## src/rtl/xlat_pkg.sv

```systemverilog
package xlat_pkg;
  localparam int ADDR_W = 32;
  localparam int OFF_W = 12;
  localparam int VPN_W = ADDR_W - OFF_W;
  localparam int PFN_W = 20;
  localparam int MAX_IDX_W = 8;

  typedef enum logic [1:0] {
    ACC_READ  = 2'd0,
    ACC_WRITE = 2'd1,
    ACC_FETCH = 2'd2
  } accKind_t;

  typedef enum logic [1:0] {
    CAUSE_ABSENT = 2'd0,
    CAUSE_PRIV   = 2'd1,
    CAUSE_RDONLY = 2'd2,
    CAUSE_NOEXEC = 2'd3
  } faultCause_t;

  typedef struct packed {
    logic writable;
    logic exec;
    logic user;
    logic present;
  } pageAttr_t;

  typedef struct packed {
    logic                 doFlush;
    logic                 doFill;
    logic [MAX_IDX_W-1:0] fillIdx;
    logic                 doTouch;
    logic                 touchDirty;
    logic [MAX_IDX_W-1:0] touchIdx;
  } ctrlStrobe_t;
endpackage

```

## src/rtl/xlat_store.sv

```systemverilog
module xlat_store
  import xlat_pkg::*;
#(
  parameter int ENTRIES = 32
) (
  input  logic              clk,
  input  logic              rstN,
  input  ctrlStrobe_t       stb,
  input  logic [VPN_W-1:0]  fillVpn,
  input  logic [PFN_W-1:0]  fillPfn,
  input  pageAttr_t         fillAttr,
  input  logic [VPN_W-1:0]  lookupVpn,
  output logic [ENTRIES-1:0] validVec,
  output logic [ENTRIES-1:0] lookupHitVec,
  output logic [ENTRIES-1:0] fillHitVec,
  output logic [PFN_W-1:0]  selPfn,
  output pageAttr_t         selAttr,
  output logic              selAcc,
  output logic              selDirty
);
  localparam int IDX_W = $clog2(ENTRIES);

  logic [ENTRIES-1:0] validQ;
  logic [ENTRIES-1:0] accQ;
  logic [ENTRIES-1:0] dirtyQ;
  logic [VPN_W-1:0]   vpnArr  [ENTRIES];
  logic [PFN_W-1:0]   pfnArr  [ENTRIES];
  pageAttr_t          attrArr [ENTRIES];

  logic [IDX_W-1:0] fIdx;
  logic [IDX_W-1:0] tIdx;
  assign fIdx = stb.fillIdx[IDX_W-1:0];
  assign tIdx = stb.touchIdx[IDX_W-1:0];
  assign validVec = validQ;

  // Parallel tag comparators, one per entry
  for (genvar g = 0; g < ENTRIES; g++) begin : g_cmp
    assign lookupHitVec[g] = validQ[g] && (vpnArr[g] == lookupVpn);
    assign fillHitVec[g]   = validQ[g] && (vpnArr[g] == fillVpn);
  end

  // AND-OR read mux; at most one entry matches
  always_comb begin
    selPfn   = '0;
    selAttr  = '0;
    selAcc   = 1'b0;
    selDirty = 1'b0;
    for (int i = 0; i < ENTRIES; i++) begin
      selPfn   = selPfn | (pfnArr[i] & {PFN_W{lookupHitVec[i]}});
      selAttr  = pageAttr_t'(selAttr | (attrArr[i] & {4{lookupHitVec[i]}}));
      selAcc   = selAcc | (accQ[i] & lookupHitVec[i]);
      selDirty = selDirty | (dirtyQ[i] & lookupHitVec[i]);
    end
  end

  always_ff @(posedge clk or negedge rstN) begin
    if (!rstN) begin
      validQ <= '0;
      accQ   <= '0;
      dirtyQ <= '0;
      for (int i = 0; i < ENTRIES; i++) begin
        vpnArr[i]  <= '0;
        pfnArr[i]  <= '0;
        attrArr[i] <= '0;
      end
    end else begin
      if (stb.doTouch) begin
        accQ[tIdx] <= 1'b1;
        if (stb.touchDirty) dirtyQ[tIdx] <= 1'b1;
      end
      if (stb.doFill) begin
        vpnArr[fIdx]  <= fillVpn;
        pfnArr[fIdx]  <= fillPfn;
        attrArr[fIdx] <= fillAttr;
        accQ[fIdx]    <= 1'b0;
        dirtyQ[fIdx]  <= 1'b0;
        validQ[fIdx]  <= 1'b1;
      end
      if (stb.doFlush) validQ <= '0;
    end
  end

  // in-place overwrite keeps page numbers unique, so matches stay one-hot
  a_r9_unique_match: assert property (@(posedge clk) disable iff (!rstN)
    $onehot0(lookupHitVec));
  a_r9_unique_fill_match: assert property (@(posedge clk) disable iff (!rstN)
    $onehot0(fillHitVec));
  // flush leaves nothing valid
  a_r11_flush_clears: assert property (@(posedge clk) disable iff (!rstN)
    stb.doFlush |=> (validQ == '0));
endmodule

```

## src/rtl/xlat_ctrl.sv

```systemverilog
module xlat_ctrl
  import xlat_pkg::*;
#(
  parameter int ENTRIES = 32
) (
  input  logic               clk,
  input  logic               rstN,
  input  logic               reqValid,
  input  logic [ADDR_W-1:0]  reqVaddr,
  input  logic [1:0]         reqKind,
  input  logic               reqUser,
  input  logic               fillValid,
  input  logic               flush,
  input  logic [ENTRIES-1:0] validVec,
  input  logic [ENTRIES-1:0] lookupHitVec,
  input  logic [ENTRIES-1:0] fillHitVec,
  input  logic [PFN_W-1:0]   selPfn,
  input  pageAttr_t          selAttr,
  input  logic               selAcc,
  input  logic               selDirty,
  output ctrlStrobe_t        stb,
  output logic               rspHit,
  output logic               rspMiss,
  output logic               rspFault,
  output logic [1:0]         rspCause,
  output logic [ADDR_W-1:0]  rspPaddr,
  output logic               rspWasAccessed,
  output logic               rspWasDirty
);
  localparam int IDX_W = $clog2(ENTRIES);
  localparam logic [IDX_W-1:0] LAST_IDX = IDX_W'(ENTRIES - 1);

  logic             anyHit, faultNow, isWrite, isFetch, hitOk;
  faultCause_t      causeNow;
  logic [IDX_W-1:0] hitIdx, matchIdx, freeIdx, fillIdx, ptrQ;
  logic             fillMatch, allFull, doFill, evict;

  assign isWrite = (reqKind == ACC_WRITE);
  assign isFetch = (reqKind == ACC_FETCH);
  assign anyHit  = |lookupHitVec;

  // Protection checks in fixed priority order
  always_comb begin
    faultNow = 1'b1;
    causeNow = CAUSE_ABSENT;
    if (!selAttr.present)                 causeNow = CAUSE_ABSENT;
    else if (reqUser && !selAttr.user)    causeNow = CAUSE_PRIV;
    else if (isWrite && !selAttr.writable) causeNow = CAUSE_RDONLY;
    else if (isFetch && !selAttr.exec)    causeNow = CAUSE_NOEXEC;
    else                                   faultNow = 1'b0;
  end

  assign hitOk = reqValid && anyHit && !faultNow;

  // Index encoders
  always_comb begin
    hitIdx   = '0;
    matchIdx = '0;
    freeIdx  = '0;
    for (int i = 0; i < ENTRIES; i++) begin
      if (lookupHitVec[i]) hitIdx = IDX_W'(i);
      if (fillHitVec[i])   matchIdx = IDX_W'(i);
    end
    for (int i = ENTRIES - 1; i >= 0; i--) begin
      if (!validVec[i]) freeIdx = IDX_W'(i);
    end
  end

  assign fillMatch = |fillHitVec;
  assign allFull   = &validVec;
  assign doFill    = fillValid && !flush;
  assign evict     = doFill && !fillMatch && allFull;

  always_comb begin
    if (fillMatch)     fillIdx = matchIdx;
    else if (!allFull) fillIdx = freeIdx;
    else               fillIdx = ptrQ;
  end

  always_comb begin
    stb            = '0;
    stb.doFlush    = flush;
    stb.doFill     = doFill;
    stb.fillIdx    = MAX_IDX_W'(fillIdx);
    stb.doTouch    = hitOk;
    stb.touchDirty = isWrite;
    stb.touchIdx   = MAX_IDX_W'(hitIdx);
  end

  always_ff @(posedge clk or negedge rstN) begin
    if (!rstN) begin
      ptrQ           <= '0;
      rspHit         <= 1'b0;
      rspMiss        <= 1'b0;
      rspFault       <= 1'b0;
      rspCause       <= '0;
      rspPaddr       <= '0;
      rspWasAccessed <= 1'b0;
      rspWasDirty    <= 1'b0;
    end else begin
      if (evict) ptrQ <= (ptrQ == LAST_IDX) ? '0 : ptrQ + 1'b1;
      rspHit         <= hitOk;
      rspMiss        <= reqValid && !anyHit;
      rspFault       <= reqValid && anyHit && faultNow;
      rspCause       <= (reqValid && anyHit && faultNow) ? causeNow : CAUSE_ABSENT;
      rspPaddr       <= hitOk ? {selPfn, reqVaddr[OFF_W-1:0]} : '0;
      rspWasAccessed <= hitOk && selAcc;
      rspWasDirty    <= hitOk && selDirty;
    end
  end

  // one outcome per request, none without one
  a_r2_one_outcome: assert property (@(posedge clk) disable iff (!rstN)
    $onehot0({rspHit, rspMiss, rspFault}));
  a_r2_needs_request: assert property (@(posedge clk) disable iff (!rstN)
    (rspHit || rspMiss || rspFault) |-> $past(reqValid));
  // the page offset passes through
  a_r1_offset_kept: assert property (@(posedge clk) disable iff (!rstN)
    rspHit |-> (rspPaddr[OFF_W-1:0] == $past(reqVaddr[OFF_W-1:0])));
  // a read-only fault comes only from a write
  a_r3_rdonly_from_write: assert property (@(posedge clk) disable iff (!rstN)
    (rspFault && rspCause == CAUSE_RDONLY) |-> ($past(reqKind) == ACC_WRITE));
  // a no-execute fault comes only from a fetch
  a_r4_noexec_from_fetch: assert property (@(posedge clk) disable iff (!rstN)
    (rspFault && rspCause == CAUSE_NOEXEC) |-> ($past(reqKind) == ACC_FETCH));
  // a privilege fault comes only from a user request
  a_r5_priv_from_user: assert property (@(posedge clk) disable iff (!rstN)
    (rspFault && rspCause == CAUSE_PRIV) |-> $past(reqUser));
  // the victim pointer moves only on an eviction
  a_r10_ptr_steady: assert property (@(posedge clk) disable iff (!rstN)
    !evict |=> $stable(ptrQ));
endmodule

```

## src/rtl/xlat_buffer.sv

```systemverilog
module xlat_buffer
  import xlat_pkg::*;
#(
  parameter int ENTRIES = 32
) (
  input  logic        clk,
  input  logic        rstN,
  input  logic        reqValid,
  input  logic [31:0] reqVaddr,
  input  logic [1:0]  reqKind,
  input  logic        reqUser,
  input  logic        fillValid,
  input  logic [19:0] fillVpn,
  input  logic [19:0] fillPfn,
  input  logic        fillWritable,
  input  logic        fillExec,
  input  logic        fillUser,
  input  logic        fillPresent,
  input  logic        flush,
  output logic        rspHit,
  output logic        rspMiss,
  output logic        rspFault,
  output logic [1:0]  rspCause,
  output logic [31:0] rspPaddr,
  output logic        rspWasAccessed,
  output logic        rspWasDirty
);
  ctrlStrobe_t        stb;
  pageAttr_t          fillAttr, selAttr;
  logic [ENTRIES-1:0] validVec, lookupHitVec, fillHitVec;
  logic [PFN_W-1:0]   selPfn;
  logic               selAcc, selDirty;

  assign fillAttr = '{writable: fillWritable, exec: fillExec,
                      user: fillUser, present: fillPresent};

  xlat_store #(.ENTRIES(ENTRIES)) uStore (
    .clk(clk), .rstN(rstN), .stb(stb),
    .fillVpn(fillVpn), .fillPfn(fillPfn), .fillAttr(fillAttr),
    .lookupVpn(reqVaddr[ADDR_W-1:OFF_W]),
    .validVec(validVec), .lookupHitVec(lookupHitVec), .fillHitVec(fillHitVec),
    .selPfn(selPfn), .selAttr(selAttr), .selAcc(selAcc), .selDirty(selDirty)
  );

  xlat_ctrl #(.ENTRIES(ENTRIES)) uCtrl (
    .clk(clk), .rstN(rstN),
    .reqValid(reqValid), .reqVaddr(reqVaddr), .reqKind(reqKind), .reqUser(reqUser),
    .fillValid(fillValid), .flush(flush),
    .validVec(validVec), .lookupHitVec(lookupHitVec), .fillHitVec(fillHitVec),
    .selPfn(selPfn), .selAttr(selAttr), .selAcc(selAcc), .selDirty(selDirty),
    .stb(stb),
    .rspHit(rspHit), .rspMiss(rspMiss), .rspFault(rspFault), .rspCause(rspCause),
    .rspPaddr(rspPaddr), .rspWasAccessed(rspWasAccessed), .rspWasDirty(rspWasDirty)
  );
endmodule

```

## config.mk

```make
export PLATFORM = sky130hd
export DESIGN_NAME = xlat_buffer
export DESIGN_NICKNAME = d
export VERILOG_FILES = /design/src/rtl/xlat_pkg.sv /design/src/rtl/xlat_store.sv /design/src/rtl/xlat_ctrl.sv /design/src/rtl/xlat_buffer.sv
export SDC_FILE = /design/constraint.sdc
export NUM_CORES = 2
export LEC_CHECK = 0
export BUFFER_PORTS_ARGS = -buffer_cell sky130_fd_sc_hd__buf_2
export CAP_MARGIN = 20
export CORE_ASPECT_RATIO = 0.7
export CORE_MARGIN = 5
export CORE_UTILIZATION = 43
export CTS_CLUSTER_SIZE = 12
export DETAILED_ROUTE_END_ITERATION = 8
export MAX_ROUTING_LAYER = met4
export SYNTH_ARGS = -nofsm -noshare
export SYNTH_HDL_FRONTEND = slang
export SYNTH_SLANG_ARGS = --single-unit
```

## constraint.sdc

```tcl
create_clock -name clk -period 6.2 [get_ports clk]
set_input_delay 0.31 -clock clk [delete_from_list [all_inputs] [get_ports clk]]
set_output_delay 0.31 -clock clk [all_outputs]
set_load 0.005 [all_outputs]
```

# --- After elaboration in Yosys (flattened, before gate mapping) ---
# Index checks and enable logic that the tools add are counted.
# Widths: inputs -> output; s select.
totals:
  ff_bits: 1548
  out_inout_bits: 39
  word_cells: 751
op_classes:
  n_addsub: 1
  n_lt_le_gt_ge: 6
  n_eq_ne: 67
  n_mux: 125
  bitwise: 259
  n_reduce_logical: 90
op_table:
  columns: ["operator", "n"]
  rows:
  - ["$bwmux 640", 2]
  - ["$eq 20x20->1", 64]
  - ["$and 20x20->20", 32]
  - ["$or 20x20->20", 31]
  - ["$mux 5", 67]
  - ["$mux 32", 8]
  - ["$and 4x4->4", 32]
  - ["$bwmux 128", 1]
  - ["$or 4x4->4", 31]
  - ["$demux 20 s5", 1]
  - ["$or 32x32->32", 3]
  - ["$logic_and 1x1->1", 79]
  - ["$mux 4", 17]
  - ["$and 1x1->1", 64]
  - ["$and 32x32->32", 2]
  - ["$reduce_or 32->1", 2]
  - ["$or 1x1->1", 62]
  - ["$not 32->32", 1]
  - ["$reduce_and 32->1", 1]
  - ["$mux 3", 8]
  - ["$demux 4 s5", 1]
  - ["$mux 20", 1]
  - ["$mux 2", 9]
  - ["$lt 5x6->1 const B", 2]
  - ["12 further kinds", 27]

# --- Logic depth before layout (Yosys ltp) ---
depth:
  ltp_word: 45
  ltp_mapped: 18
  mapped_depth_nobuf: 12

# --- Hierarchy ---
# Synthesis repeated with hierarchy kept, for this count alone.
hier_totals:
  hier_cells: 8122
  area_unflattened_um2: 84747.5
by_module_without_submodules:
  columns: ["module", "instances", "cells_per_inst", "area_each_um2"]
  rows:
  - ["xlat_store", 1, 7790, 81999.9]
  - ["xlat_ctrl", 1, 332, 2747.6]

# --- Worst setup path after synthesis ---
# No wires, ideal clock.
synth_timing:
  path_kind: "input to register"
  start: "in fillVpn[1]"
  end: "reg uStore.attrArr[84] (netlist bit)"
  setup_ns: 0.125
  arrival_time_ns: 3.429
  required_ns: 6.075
  path_slack_ns: 2.646
  stages: 16
  path_buffers: 4
  path_cell_list: "buf_4 -> xnor2_1 -> nand2_1 -> or3b_1 -> or4_1 -> nand4_1 -> nor4_1 -> nand3_1 -> o31ai_1 -> o22a_1 -> nand2b_1 -> buf_2 -> nor2_1 -> buf_4 -> buf_4 -> mux2_2"
synth_between:
  elab_chain_cells: 40
  word_cells_on_any_way: 104
synth_rtl:
  columns: ["element", "line", "text"]
  rows:
  - ["start, declared", "xlat_buffer.sv:13", "input logic [19:0] fillVpn,"]
  - ["$eq 20x20->1", "xlat_store.sv:39", "assign fillHitVec[g] = validQ[g] && (vpnArr[g] == fillVpn);"]
  - ["$logic_and 1x1->1", "xlat_store.sv:39", null]
  - ["$mux 1", "xlat_ctrl.sv:62", "if (fillHitVec[i]) matchIdx = IDX_W'(i);"]
  - ["$mux 2 (2 in a row)", "xlat_ctrl.sv:62", null]
  - ["$mux 3 (4 in a row)", "xlat_ctrl.sv:62", null]
  - ["$mux 4 (8 in a row)", "xlat_ctrl.sv:62", null]
  - ["$mux 5 (16 in a row)", "xlat_ctrl.sv:62", null]
  - ["$mux 5 *", "xlat_ctrl.sv:75", "if (fillMatch) fillIdx = matchIdx;"]
  - ["$not 5->6 (implied by the code) *", "xlat_store.sv:74", "attrArr[fIdx] <= fillAttr;"]
  - ["$ge 6x6->1 (implied by the code) or $lt 6x1->1 (tied branches)", "xlat_store.sv:74", null]
  - ["$logic_and 1x1->1 (implied by the code)", "xlat_store.sv:74", null]
  - ["$mux 4 (implied by the code)", "xlat_store.sv:74", null]
  - ["$demux 4 s5 *", "xlat_store.sv:74", null]
  - ["$bwmux 128 *", "xlat_store.sv:74", null]
  - ["end signal, assigned by index", "xlat_store.sv:74", null]
  - ["end, declared", "xlat_store.sv:28", "pageAttr_t attrArr [ENTRIES];"]
# Every way passes the cells marked *; elsewhere a longest branch is shown, timed or not.
# A chain may end at the register's enable or synchronous reset.

# --- Worst setup path after layout ---
layout_timing:
  start: "in fillVpn[3]"
  end: "reg uStore.pfnArr[140] (netlist bit)"
layout_between:
  elab_chain_cells: 40
  word_cells_on_any_way: 104
layout_rtl:
  columns: ["element", "line", "text"]
  rows:
  - ["$eq 20x20->1", "xlat_store.sv:39", null]
  - ["$logic_and 1x1->1", "xlat_store.sv:39", null]
  - ["$mux 1", "xlat_ctrl.sv:62", null]
  - ["$mux 2 (2 in a row)", "xlat_ctrl.sv:62", null]
  - ["$mux 3 (4 in a row)", "xlat_ctrl.sv:62", null]
  - ["$mux 4 (8 in a row)", "xlat_ctrl.sv:62", null]
  - ["$mux 5 (16 in a row)", "xlat_ctrl.sv:62", null]
  - ["$mux 5 *", "xlat_ctrl.sv:75", null]
  - ["$not 5->6 (implied by the code) *", "xlat_store.sv:73", "pfnArr[fIdx] <= fillPfn;"]
  - ["$ge 6x6->1 (implied by the code) or $lt 6x1->1 (tied branches)", "xlat_store.sv:73", null]
  - ["$logic_and 1x1->1 (implied by the code)", "xlat_store.sv:73", null]
  - ["$mux 20 (implied by the code)", "xlat_store.sv:73", null]
  - ["$demux 20 s5 *", "xlat_store.sv:73", null]
  - ["$bwmux 640 *", "xlat_store.sv:73", null]
  - ["end signal, assigned by index", "xlat_store.sv:73", null]
  - ["end, declared", "xlat_store.sv:27", "logic [PFN_W-1:0] pfnArr [ENTRIES];"]
# Marked as above.

==> results.md <==
* Leading cell type in the layout, fill and taps excluded: sky130_fd_sc_hd__dfrtp_1
* Busiest layer in global routing: met1
* Grt met1 use at 45.0%
* Number of ports placed on the die boundary at 123
* Combined area of the multi-input logic cells at 39200 um2
* Final design utilization at 48.4%
* Via count of the routed design at 58700
* Number of cell rows at 133
* Min cycle time layout at 5.96 ns
* DIE AREA at 197000 um2
* DRT iter0 DRCs at 6229
* Vias in the first global route at 58000
* Number of distinct standard cells referenced by the synthesized netlist at 85
* Number of enable-type register cells in the synthesized netlist at 0
* Final hold violation count at 0
* Cell area after technology mapping at 81000 um2
* Congestion Overflow GR at 0
* Wire length reported by the detailed router at 306 mm
* Peak per-stage delay on the critical path at 0.96 ns
* Syn_nets at 6727
* Remaining routing DRC violations at 0
* Wire length of the first global-routing pass at 437 mm
* Global Route met3 Usage at 7.52%
* Class of the most critical hold timing path: input port to register
* Cell area after layout at 90700 um2
* Max Clk Rate at 0.168 GHz
* Placeable core area at 188000 um2
* Maximum number of pins on one net before global-route repair at 185
* Maximum Capacitance Violations at 0
* Synthesis warning total at 0
* Die outline width at 529 um
* Rel. slew slack at 19.1%
* Area post-placement at 85300 um2
* Required time worst endpoint at 6.88 ns
* CTS root buf: sky130_fd_sc_hd__clkbuf_16
* Fraction of final layout cells sized beyond drive strength 1 at 28.2%
* Clock skew after layout at 0.0375 ns
* Number of cells after detailed placement at 9015
* Most frequent cells in the layout: sky130_fd_sc_hd__dfrtp_1 (1548), sky130_fd_sc_hd__mux2_2 (1137), sky130_fd_sc_hd__xnor2_1 (909), sky130_fd_sc_hd__xor2_1 (372), sky130_fd_sc_hd__nand4_1 (353)
* Status: complete, no violations
* CP endpoint kind: register
* Final #Nets at 6784
* CTS H-Tree Depth at 4
* Quantity of I/O buffers inserted on ports at 122
* Pre-antenna DRT Iters at 6
* Cells resized by post-CTS repair at 0
* Master of the slowest instance on the critical path: sky130_fd_sc_hd__a211oi_1
* IR drop worst, VDD at 206 uV
* Count of clock tree sinks at 1548
* Routed length per placed instance at 32.8 um
* Area leader, netlist: sky130_fd_sc_hd__dfrtp_1
* Count of hold-fix buffers inserted at cts at 15
* Height of the die at 373 um
* Worst-path cell chain: dlygate4sd3_1 > buf_4 > buf_12 > xnor2_1 > nand4_1 > nor4_1 > nand4b_1 > a21boi_0 > and3_1 > a211oi_1 > o21ba_2 > nand2_1 > nor2_4 > buf_12 > mux2_2
* Post-DP HPWL at 193 mm
* Max Root-Sink Buffers at 3
* Combined flip-flop and latch cell area at 38700 um2
* Clock tree from TritonCTS: built
* Top cell type's share of synthesized area at 47.8%
* Post-synthesis to final-layout area growth at 12.0%
* Post-synthesis sequential area ratio at 47.8%
* Number of antenna violations at the first check in global routing at 12
* Cell types with the largest area share after synthesis: sky130_fd_sc_hd__dfrtp_1 (48%), sky130_fd_sc_hd__mux2_2 (16%), sky130_fd_sc_hd__xnor2_1 (9.8%)
* Mean instance size in the synthesized netlist at 12.2 um2
* Final setup viols at 0
* Routing usage on met2 at 43.6%
* Count of fill cells added during filler insertion at 16600
* CTS Buf Count at 163
* Flip-flop and latch count after synthesis at 1548
* Maximum fanout along the worst path at 28
* Clock latency of the later-clocked register in the worst-skew pair at 0.82 ns
* Unrepaired setup endpoints after global routing: no
* Final non-filler cell total at 9311
* Number of pins with negative max-slew slack in the final report at 0
* Gate Count Post-Synth at 6641
* Clock slew seen by the registers of the worst setup and hold paths at 0.06 ns
* Routability-driven placement congestion ratio at 0.948
* Worst setup slack after placement at -0.0706 ns
* Worst EP arrival at 6.64 ns
* Flip-flop cell with the highest count after synthesis: sky130_fd_sc_hd__dfrtp_1
* Type of the worst setup path: input port to register
* Setup ws final at 0.241 ns
* Setup Buffers After CTS at 0
* Vias per std cell at 6.30
* Fraction of registers with async set or reset after synthesis at 100%
* Initial Util at 43.2%
* GRT Util Overall at 31.3%
* Crit-path most repeated cell: sky130_fd_sc_hd__buf_12
* Setup crit start kind: input port
* Total power divided by cell area at 250 nW/um2
* Transition time at the pin with the least slew margin at 1.20 ns
* Leakage at 41.3 nW
* Period utilization at 96.1%
* Remaining number of nets flagged by the antenna check after routing at 0
[routing by layer]
layer	vias up	share of wire [%]	wire length (um)
li1	24100	-	-
met1	31200	45	138000
met2	2825	42	128000
met3	596	9.5	29000
met4	0	3.3	10200
met5	-	0	0
[critical path, delay by kind of cell]
kind            cells  cell delay, ns
simple gates        6            2.36
buf+inv             4            1.40
compound gates      3            1.92
xor+xnor            1            0.19
mux                 1            0.36
[worst paths after layout]
kind / from / endpoint / slack, ns / depth (start not counted)
setup / recovery: fillVpn[3] / uStore.pfnArr[140] / 0.24 / 15
hold / removal: fillVpn[1] / uStore.vpnArr[141] / 0.06 / 2
setup reg to reg: uStore.vpnArr[388] / uStore.pfnArr[140] / 0.31 / 12
hold reg to reg: uStore.attrArr[50] / uStore.attrArr[50] / 0.48 / 1
max in group asynchronous: rstN / uStore.pfnArr[163] / 4.53 / 3
min in group asynchronous: rstN / uStore.vpnArr[461] / 0.10 / 2
[power by group]
part / switching, mW / leakage, nW / internal, mW
logic: 1.36 / 17.4 / 0.822
registers: 0.269 / 21.4 / 10.4
clock network: 4.25 / 2.56 / 5.57
[cell families after synthesis]
family,count (synthesis),share of synthesized area [%]
fa+ha+maj,2,0.0309
xor+xnor,1281,13.9
buf+inv,604,4.05
compound gates,612,6.00
flops,1548,47.8
mux,1410,19.6
simple gates,1184,8.63
[synthesized netlist by cell type, drive strengths merged (68+ instances only)]
cell type and n:
nor3 76, xnor2 909, a221oi 143, nor4 176, dfrtp 1548, a22oi 108, mux2 1410, nand2 68
clkbuf 192, nor2 118, buf 370, xor2 372, nand4 354, a22o 145, nand3 182
[state kept, by name, summed over array words and instances, names as in the netlist]
register and count:
uCtrl.ptrQ 5, uCtrl.rspPaddr 32, uStore.dirtyQ 32, uStore.vpnArr 640, uCtrl.rspWasDirty 1, uCtrl.rspMiss 1
uStore.validVec 32, uCtrl.rspFault 1, uCtrl.rspCause 2, uStore.pfnArr 640, uCtrl.rspHit 1, uStore.attrArr 128
uCtrl.rspWasAccessed 1, uStore.accQ 32
[layout make-up]
| type | instances | share of cell area [%] |
|---|---|---|
| multi-input cells | 4489 | 43.2 |
| flip-flops and latches | 1548 | 42.7 |
| clock inverters | 39 | 0.517 |
| well taps | 2497 | 3.44 |
| repair buffers | 454 | 4.71 |
| diodes | 6 | 0.0166 |
| inverters | 42 | 0.174 |
| clock buffers | 236 | 5.21 |
[per-stage QoR]
| stage | power [mW] | hold slack, ns | TNS (ns) |
|---|---|---|---|
| final | 22.7 | 0.0612 | 0 |
| after global routing | 23.4 | 0.0124 | 0 |
| after CTS | 22.8 | 0.00867 | 0 |
| after detailed placement | 13.0 | 0.352 | -4.20 |
| after global placement | 13.0 | 0.364 | -2.32 |
| after floorplan | 12.1 | 0.0144 | 0 |
Power figures use the tool's default switching activity.
